File: config.mk
export PLATFORM = sky130hd
export DESIGN_NAME = evt_irq_regs
export DESIGN_NICKNAME = d
export VERILOG_FILES = /design/src/rtl/evt_irq_pkg.sv /design/src/rtl/evt_status_reg.sv /design/src/rtl/cfg_mask_reg.sv /design/src/rtl/irq_fold.sv /design/src/rtl/evt_irq_regs.sv
export SDC_FILE = /design/constraint.sdc
export NUM_CORES = 1
export LEC_CHECK = 0
export BUFFER_PORTS_ARGS = -buffer_cell sky130_fd_sc_hd__buf_2
export CAP_MARGIN = 20
export CORE_ASPECT_RATIO = 0.8
export CORE_MARGIN = 3
export CORE_UTILIZATION = 25
export DETAILED_ROUTE_END_ITERATION = 6
export GPL_ROUTABILITY_DRIVEN = 0
export GPL_TIMING_DRIVEN = 0
export PLACE_DENSITY = 0.55
export SLEW_MARGIN = 25
export SYNTH_ARGS = -nofsm -noshare
export SYNTH_HDL_FRONTEND = slang
export SYNTH_SLANG_ARGS = --single-unit
File: constraint.sdc
create_clock -name clk -period 2.7 [get_ports clk]
set_input_delay 0.54 -clock clk [delete_from_list [all_inputs] [get_ports clk]]
set_output_delay 0.54 -clock clk [all_outputs]
set_load 0.01 [all_outputs]
File: src/rtl/evt_irq_pkg.sv
package evt_irq_pkg;
  localparam int REG_W = 16;
  localparam int IDX_W = 2;

  // Status bit positions (software decodes these)
  localparam int B_TXDRAIN = 14;
  localparam int B_RXDRAIN = 13;
  localparam int B_BUSY    = 12;
  localparam int B_RXOVR   = 11;
  localparam int B_TXUND   = 10;
  localparam int B_TGTADR  = 9;
  localparam int B_ADRZERO = 8;
  localparam int B_TXRDY   = 4;
  localparam int B_RXRDY   = 3;
  localparam int B_ACCRDY  = 2;
  localparam int B_NOACK   = 1;
  localparam int B_ARBLOST = 0;
  // Wakeup-only positions
  localparam int W_BUSFREE = 8;
  localparam int W_START   = 6;
  localparam int W_GENCALL = 5;
  localparam int W_DATARDY = 3;

  localparam logic [REG_W-1:0] ONE = REG_W'(1);

  localparam logic [REG_W-1:0] EVT_MASK =
    (ONE << B_TXDRAIN) | (ONE << B_RXDRAIN) | (ONE << B_RXOVR) |
    (ONE << B_TXUND) | (ONE << B_TGTADR) | (ONE << B_ADRZERO) |
    (ONE << B_TXRDY) | (ONE << B_RXRDY) | (ONE << B_ACCRDY) |
    (ONE << B_NOACK) | (ONE << B_ARBLOST);

  localparam logic [REG_W-1:0] IEN_MASK =
    (ONE << B_TXDRAIN) | (ONE << B_RXDRAIN) | (ONE << B_TXRDY) |
    (ONE << B_RXRDY) | (ONE << B_ACCRDY) | (ONE << B_NOACK) |
    (ONE << B_ARBLOST);

  localparam logic [REG_W-1:0] WEN_MASK =
    (ONE << B_TXDRAIN) | (ONE << B_RXDRAIN) | (ONE << B_TGTADR) |
    (ONE << W_BUSFREE) | (ONE << W_START) | (ONE << W_GENCALL) |
    (ONE << W_DATARDY) | (ONE << B_ACCRDY) | (ONE << B_NOACK) |
    (ONE << B_ARBLOST);

  localparam logic [IDX_W-1:0] IDX_STAT = IDX_W'(0);
  localparam logic [IDX_W-1:0] IDX_IEN  = IDX_W'(1);
  localparam logic [IDX_W-1:0] IDX_WEN  = IDX_W'(2);

  // Any set bit of a that is also set in b
  function automatic logic any_hit(input logic [REG_W-1:0] a,
                                   input logic [REG_W-1:0] b);
    return |(a & b);
  endfunction

  // Merge the live busy level into a stored status word
  function automatic logic [REG_W-1:0] with_busy(input logic [REG_W-1:0] s,
                                                 input logic busy);
    logic [REG_W-1:0] r;
    r = s;
    r[B_BUSY] = busy;
    return r;
  endfunction
endpackage

File: src/rtl/evt_status_reg.sv
module evt_status_reg
  import evt_irq_pkg::*;
#(
  parameter int W = REG_W,
  parameter logic [W-1:0] KEEP = EVT_MASK
) (
  input  logic         clk,
  input  logic         rst_n,
  input  logic [W-1:0] evt_in,
  input  logic         clr_wr,
  input  logic [W-1:0] clr_bits,
  output logic [W-1:0] stat_q
);
  for (genvar i = 0; i < W; i++) begin : g_bit
    if (KEEP[i]) begin : g_flop
      logic q;
      always_ff @(posedge clk or negedge rst_n) begin
        if (!rst_n)
          q <= 1'b0;
        else if (evt_in[i])
          q <= 1'b1;              // event has priority over clear
        else if (clr_wr && clr_bits[i])
          q <= 1'b0;
      end
      assign stat_q[i] = q;
    end else begin : g_tie
      assign stat_q[i] = 1'b0;
    end
  end
endmodule

File: src/rtl/cfg_mask_reg.sv
module cfg_mask_reg
  import evt_irq_pkg::*;
#(
  parameter int W = REG_W,
  parameter logic [W-1:0] KEEP = IEN_MASK
) (
  input  logic         clk,
  input  logic         rst_n,
  input  logic         wr,
  input  logic [W-1:0] wdata,
  output logic [W-1:0] q
);
  for (genvar i = 0; i < W; i++) begin : g_bit
    if (KEEP[i]) begin : g_flop
      logic b;
      always_ff @(posedge clk or negedge rst_n) begin
        if (!rst_n) b <= 1'b0;
        else if (wr) b <= wdata[i];
      end
      assign q[i] = b;
    end else begin : g_tie
      assign q[i] = 1'b0;
    end
  end
endmodule

File: src/rtl/irq_fold.sv
module irq_fold
  import evt_irq_pkg::*;
(
  input  logic             clk,
  input  logic             rst_n,
  input  logic [REG_W-1:0] stat,
  input  logic [REG_W-1:0] ien,
  input  logic [REG_W-1:0] wen,
  output logic             irq_hit,
  output logic             wake_hit,
  output logic             irq_o,
  output logic             wake_o
);
  assign irq_hit  = any_hit(stat, ien);
  assign wake_hit = any_hit(stat, wen);

  always_ff @(posedge clk or negedge rst_n) begin
    if (!rst_n) begin
      irq_o  <= 1'b0;
      wake_o <= 1'b0;
    end else begin
      irq_o  <= irq_hit;
      wake_o <= wake_hit;
    end
  end
endmodule

File: src/rtl/evt_irq_regs.sv
module evt_irq_regs
  import evt_irq_pkg::*;
#(
  parameter int W = REG_W,
  parameter int AW = IDX_W
) (
  input  logic          clk,
  input  logic          rst_n,
  input  logic [W-1:0]  evt_in,
  input  logic          bus_busy_in,
  input  logic [AW-1:0] reg_addr,
  input  logic          reg_wr,
  input  logic [W-1:0]  reg_wdata,
  output logic [W-1:0]  reg_rdata,
  output logic          irq_o,
  output logic          wake_o
);
  logic         stat_wr, ien_wr, wen_wr;
  logic [W-1:0] stat_q, ien_q, wen_q;
  logic         irq_hit, wake_hit;

  assign stat_wr = reg_wr && (reg_addr == AW'(IDX_STAT));
  assign ien_wr  = reg_wr && (reg_addr == AW'(IDX_IEN));
  assign wen_wr  = reg_wr && (reg_addr == AW'(IDX_WEN));

  evt_status_reg #(.W(W), .KEEP(EVT_MASK)) u_stat (
    .clk(clk), .rst_n(rst_n), .evt_in(evt_in),
    .clr_wr(stat_wr), .clr_bits(reg_wdata), .stat_q(stat_q)
  );

  cfg_mask_reg #(.W(W), .KEEP(IEN_MASK)) u_ien (
    .clk(clk), .rst_n(rst_n), .wr(ien_wr), .wdata(reg_wdata), .q(ien_q)
  );

  cfg_mask_reg #(.W(W), .KEEP(WEN_MASK)) u_wen (
    .clk(clk), .rst_n(rst_n), .wr(wen_wr), .wdata(reg_wdata), .q(wen_q)
  );

  irq_fold u_fold (
    .clk(clk), .rst_n(rst_n), .stat(stat_q), .ien(ien_q), .wen(wen_q),
    .irq_hit(irq_hit), .wake_hit(wake_hit), .irq_o(irq_o), .wake_o(wake_o)
  );

  always_comb begin
    case (reg_addr)
      AW'(IDX_STAT): reg_rdata = with_busy(stat_q, bus_busy_in);
      AW'(IDX_IEN):  reg_rdata = ien_q;
      AW'(IDX_WEN):  reg_rdata = wen_q;
      default:       reg_rdata = '0;
    endcase
  end
endmodule

==> results.tsv, run 1 <==
metric	value	unit
status	finished clean	
Pwr Density	637	mW/mm²
crit path capture type	output port	
Die Y	75.7	µm
Peak VDD IR	193	µV
skew final	4.00	ps
maxcap violations	0	
max-slew violation count	0	
Layout Nets	215	
Tmin final	2050	ps
dpl cells	248	
first-pass GRT wire length	5710	µm
DR vias	1115	
CP arrival	1510	ps
hpwl dp	2590	µm
critical path class	primary input to output port	
Tot GR Track Use	10.7	%
Final Power	1.24	mW
worst-skew pair later-pin latency	280	ps
antenna cells	0	
Final Non-Filler Cells	255	
vias in the first global route	1117	
root buffer cell	clkbuf_8	
ys flop type	dfrtp_1	
CP Cell Sequence	buf_4, nor2b_1, o2bb2ai_1, buf_2	
DR DRC count	0	
Register Area	751	µm²
largest net degree at the start of global routing	31	
Port Buffers	43	
f_max	0.488	GHz
post_cts resized	0	
dpl ws	622	ps
Worst path max stage delay	440	ps
die area	0.00704	mm²
CTS hold repair buffers	0	
total wire length	3630	µm
layout cells sized above 1	44.1	%
slowest CP cell	nor2b_1	
die width	93.1	µm
wire length per cell	14.2	µm
setup ws final	651	ps
antenna violations before repair	0	
Starting DRT DRC Count	63	
H-tree depth	2	
clock slew at reported path FFs	70	ps
Post-synth EDFFs	0	
Worst EP required	2160	ps
Synth Instances	126	
Clock Sinks	30	
hold crit path type	primary input to async pin	
I/O pin total	56	
Starting Density	26.9	%
setup bufs post-CTS	0	
total CTS buffers	5	
area taken by multi-input logic gates	666	µm²
setup_tns	0	ps
area delta synth->final	28.3	%
Setup Viol. Count Final	0	
Syn. warnings	0	
Hold Violations, Final	0	
GRT overflow	0	
Slew headroom	53.0	%
Longest Clk Path Bufs	2	
CTS tree	yes	
core area	0.00565	mm²
sequential area share after synthesis	49.5	%
Worst Max-Slew Pin Slew	705	ps
Filler cells	587	
Core Rows	24	
routed vias/inst	4.37	
RSZ-0062 raised after global routing	no	
Seq cells post-synth	30	
Post-synth ARST share	100	%
Synth cell types	21	
Crit Path Max Fanout	7	
DRT Pass-1 Iters	6	
Setup crit start kind	primary input	
Static Leak	0.959	nW
Syn Area/Cell	12.0	µm²
ANT nets after route	0	
post-synthesis cell area	0.00152	mm²
Final period util	75.9	%
-- logic make-up (layout without fill, tap and decap cells) --
logic type      count (synthesis)  in the layout  synth area share, %
other cells                     1              2                0.247
mux                            26             26                 21.0
flops                          30             30                 49.5
buf+inv                        19             69                 6.85
compound gates                 24             24                 11.6
simple gates                   26             26                 10.7
-- Yosys cell counts (all sizes together) (2+ instances only) --
master / number / area [µm²]
a22oi: 6 / 45.0
a31oi: 11 / 68.8
and2: 3 / 18.8
and3b: 2 / 17.5
buf: 8 / 62.6
dfrtp: 30 / 751
inv: 11 / 41.3
mux2: 17 / 229
mux2i: 9 / 90.1
nand3b: 2 / 40.0
nor2: 15 / 56.3
o2bb2ai: 6 / 52.6
-- layout by cell type, fill, tap and decap left out, types with 3 or more instances in the layout --
cell type,n
dfrtp_1,30
mux2_2,7
mux2i_1,9
nor2_1,15
mux2_4,10
buf_4,4
a31oi_1,11
buf_2,45
inv_1,11
clkbuf_8,6
o2bb2ai_1,6
a22oi_1,6
and2_1,3
-- worst paths after layout --
kind	start	endpoint	slack (ps)	depth (start not counted)
worst min register to register	u_wen.g_bit[5].g_flop.b$_DFFE_PN0P_	u_wen.g_bit[5].g_flop.b$_DFFE_PN0P_	510	1
max in group asynchronous	rst_n	u_stat.g_bit[4].g_flop.q$_DFFE_PN0P_	1940	1
worst max register to register	u_stat.g_bit[3].g_flop.q$_DFFE_PN0P_	u_fold.irq_o$_DFF_PN0_	1690	2
worst min-delay path	rst_n	u_wen.g_bit[1].g_flop.b$_DFFE_PN0P_	310	1
worst max-delay path	reg_addr[1]	reg_rdata[14]	650	4
min in group clk	reg_wdata[11]	u_stat.g_bit[11].g_flop.q$_DFFE_PN0P_	440	2
-- routing by layer --
metal,global-route usage (%),routed length (µm),up-vias
met5,0,0,-
met4,4.39,56,0
met3,3.65,285,6
met2,15.2,1410,42
met1,15.0,1870,523
li1,-,-,544
-- report_power, final --
group	leakage [nW]	internal, mW	switching, mW
combinational	0.583	0.126	0.0986
sequential	0.319	0.505	0.0424
clock	0.0573	0.295	0.172
total	0.959	0.927	0.313
-- final cells by class --
cell class                      count  area share, %
Inverter                           11           2.12
Clock inverter                      1           1.54
Timing Repair Buffer               43           11.1
Sequential cell                    30           38.6
Tap cell                           78           5.02
Multi-Input combinational cell     78           34.2
Buffer                              8           3.22
Clock buffer                        6           4.24
-- registers in the layout (all words and copies together) (netlist names) --
| name | cells |
|---|---|
| u_fold.irq_o | 1 |
| u_fold.wake_o | 1 |
| u_ien.g_bit.g_flop.b | 7 |
| u_stat.g_bit.g_flop.q | 11 |
| u_wen.g_bit.g_flop.b | 10 |
-- critical path: cells and delay by family --
| family | cells | cell delay [ps] |
|---|---|---|
| buffers and inverters | 2 | 320 |
| AO/OA/AOI/OAI | 1 | 200 |
| AND/OR/NAND/NOR | 1 | 440 |
-- stage by stage --
stage	hold slack (ps)	instance area [µm²]	utilization, %
after global routing	352	1950	34.5
after detailed placement	491	1830	32.5
after global placement	483	1830	32.5
after CTS	323	1950	34.5
after floorplan	244	1520	-
final	308	1950	34.5
No activity file was read; power rests on OpenSTA's default activity.
==> run 2, diff against run 1 <==
PLACE_DENSITY = 0.57   (was 0.55)
clock period = 1.8 ns   (was 2.7 ns; I/O delays follow)
==> results.tsv, run 2 (synthesized netlist as in run 1, its figures left out) <==
metric	value	unit	change
hpwl dp	2690	µm	+4.0%
setup_tns	0	ps	unchanged
die area	0.00704	mm²	unchanged
ANT nets after route	0		unchanged
Worst Max-Slew Pin Slew	698	ps	-7.07 ps
layout cells sized above 1	43.8	%	-0.25 points
root buffer cell	clkbuf_8		
Setup Viol. Count Final	0		unchanged
Tot GR Track Use	10.7	%	-0.036 points
clock slew at reported path FFs	60	ps	about the same
most frequent cells in the layout	45 x buf_2, 30 x dfrtp_1, 15 x nor2_1, 11 x inv_1, 11 x a31oi_1		
hold crit path type	primary input to async pin		
Slew headroom	53.5	%	+0.47 points
Layout Nets	215		unchanged
Die Y	75.7	µm	unchanged
most common cell after layout, fill and taps aside	buf_2		
Hold Violations, Final	0		unchanged
top sig layer	met4		
core area	0.00565	mm²	unchanged
skew final	2.86	ps	-1.15 ps
routed vias/inst	4.41		+0.86%
DR DRC count	0		unchanged
DRT Pass-1 Iters	4		-2
total CTS buffers	5		unchanged
Longest Clk Path Bufs	2		unchanged
CP arrival	1290	ps	-220 ps
RR Endpoint	u_fold.irq_o$_DFF_PN0_		
post_cts resized	0		unchanged
vias in the first global route	1068		-4.4%
antenna cells	0		unchanged
CTS hold repair buffers	0		unchanged
CP Cell Sequence	buf_4, nor2b_1, o2bb2ai_1, buf_2		
slowest CP cell	nor2b_1		
Core Rows	24		unchanged
Starting DRT DRC Count	49		-22%
area delta synth->final	26.9	%	
worst-skew pair later-pin latency	270	ps	about the same
crit path capture type	output port		
Filler cells	613		+4.4%
Worst path max stage delay	430	ps	about the same
total wire length	3690	µm	+1.7%
largest net degree at the start of global routing	31		unchanged
GRT overflow	0		unchanged
Largest regs	u_stat.g_bit.g_flop.q (11), u_wen.g_bit.g_flop.b (10), u_ien.g_bit.g_flop.b (7)		
R2R cell count	2		unchanged
Final period util	91.9	%	
Worst EP required	1440	ps	-720 ps
Starting Density	26.9	%	unchanged
dpl cells	248		unchanged
Final Non-Filler Cells	256		+0.39%
status	finished clean		
setup bufs post-CTS	0		unchanged
Tmin final	1650	ps	
H-tree depth	2		unchanged
Util after Layout	34.1	%	-0.38 points
DR vias	1129		+1.3%
wire length per cell	14.4	µm	+1.3%
Crit Path Max Fanout	7		unchanged
Static Leak	0.950	nW	-0.94%
WL met3	320	µm	+12%
met2 wire length	1550	µm	+9.7%
Peak VDD IR	330	µV	+71%
Clock Sinks	30		unchanged
Port Buffers	43		unchanged
number of flip-flops under the largest register name	11		unchanged
R2R setup slack	750	ps	-940 ps
Reg with most FFs	u_stat.g_bit.g_flop.q		
f_max	0.605	GHz	
die width	93.1	µm	unchanged
RSZ-0062 raised after global routing	no		
Pwr Density	891	mW/mm²	+40%
maxcap violations	0		unchanged
I/O pin total	56		unchanged
CTS tree	yes		
first-pass GRT wire length	5570	µm	-2.4%
Worst R2R Start	u_stat.g_bit[3].g_flop.q$_DFFE_PN0P_		
Setup crit start kind	primary input		
max-slew violation count	0		unchanged
critical path class	primary input to output port		
length of routed wiring on met1	1800	µm	-3.8%
antenna violations before repair	0		unchanged
-- run 2: changes by cell type in the layout (fill, tap and decap cells not counted), sizes merged --
| cell | previous run | this run |
|---|---|---|
| bufinv | 1 | 0 |
| clkbuf | 6 | 7 |
| clkinv | 0 | 1 |
-- run 2: power by group --
part	total [mW]	leakage (nW)	switching (mW)	internal [mW]
Sequential	0.824	0.319	0.0658	0.758
Combinational	0.337	0.583	0.147	0.190
Clock	0.553	0.0482	0.245	0.308
Total	1.71	0.950	0.458	1.26
-- run 2: how the worst max path moves through the flow --
stage | cells past startpoint | start | endpoint | slack [ps]
2_1_floorplan | 4 | reg_addr[1] | reg_rdata[1] | 420
3_3_place_gp | 4 | reg_addr[1] | reg_rdata[2] | 110
3_5_place_dp | 4 | reg_addr[1] | reg_rdata[1] | 140
4_1_cts | 4 | reg_addr[0] | reg_rdata[1] | 140
5_1_grt | 4 | reg_addr[0] | reg_rdata[1] | 110
6_report | 4 | reg_addr[1] | reg_rdata[2] | 150
-- run 2: metrics by stage --
step	setup slack [ps]	cell area (µm²)	power, mW	hold slack [ps]
4_1_cts	138	1920	1.74	148
3_3_place_gp	112	1830	1.17	438
5_1_grt	106	1920	1.81	184
3_5_place_dp	138	1830	1.18	448
2_1_floorplan	416	1520	1.04	64.4
6_report	146	1920	1.71	129
-- run 2: worst max-delay path, delay by kind of cell --
family	cells	cell delay [ps]
AND/OR/NAND/NOR	1	430
AO/OA/AOI/OAI	1	190
buffers and inverters	2	310
-- run 2: layout make-up --
cell class | count | area, µm² | share of cell area, %
repair buffers | 43 | 215 | 11.2
inverters | 11 | 41.3 | 2.15
clock buffers | 7 | 86.3 | 4.49
plain buffers | 8 | 62.6 | 3.25
well taps | 78 | 97.6 | 5.07
clock inverters | 1 | 5.00 | 0.260
multi-input cells | 78 | 666 | 34.6
flip-flops and latches | 30 | 751 | 39.0
-- run 2: metal layers --
metal  up-vias  global-route usage, %
met5         -                      0
met2        49                   15.8
met1       530                   14.8
met3         2                   3.65
li1        548                      -
met4         0                   3.58
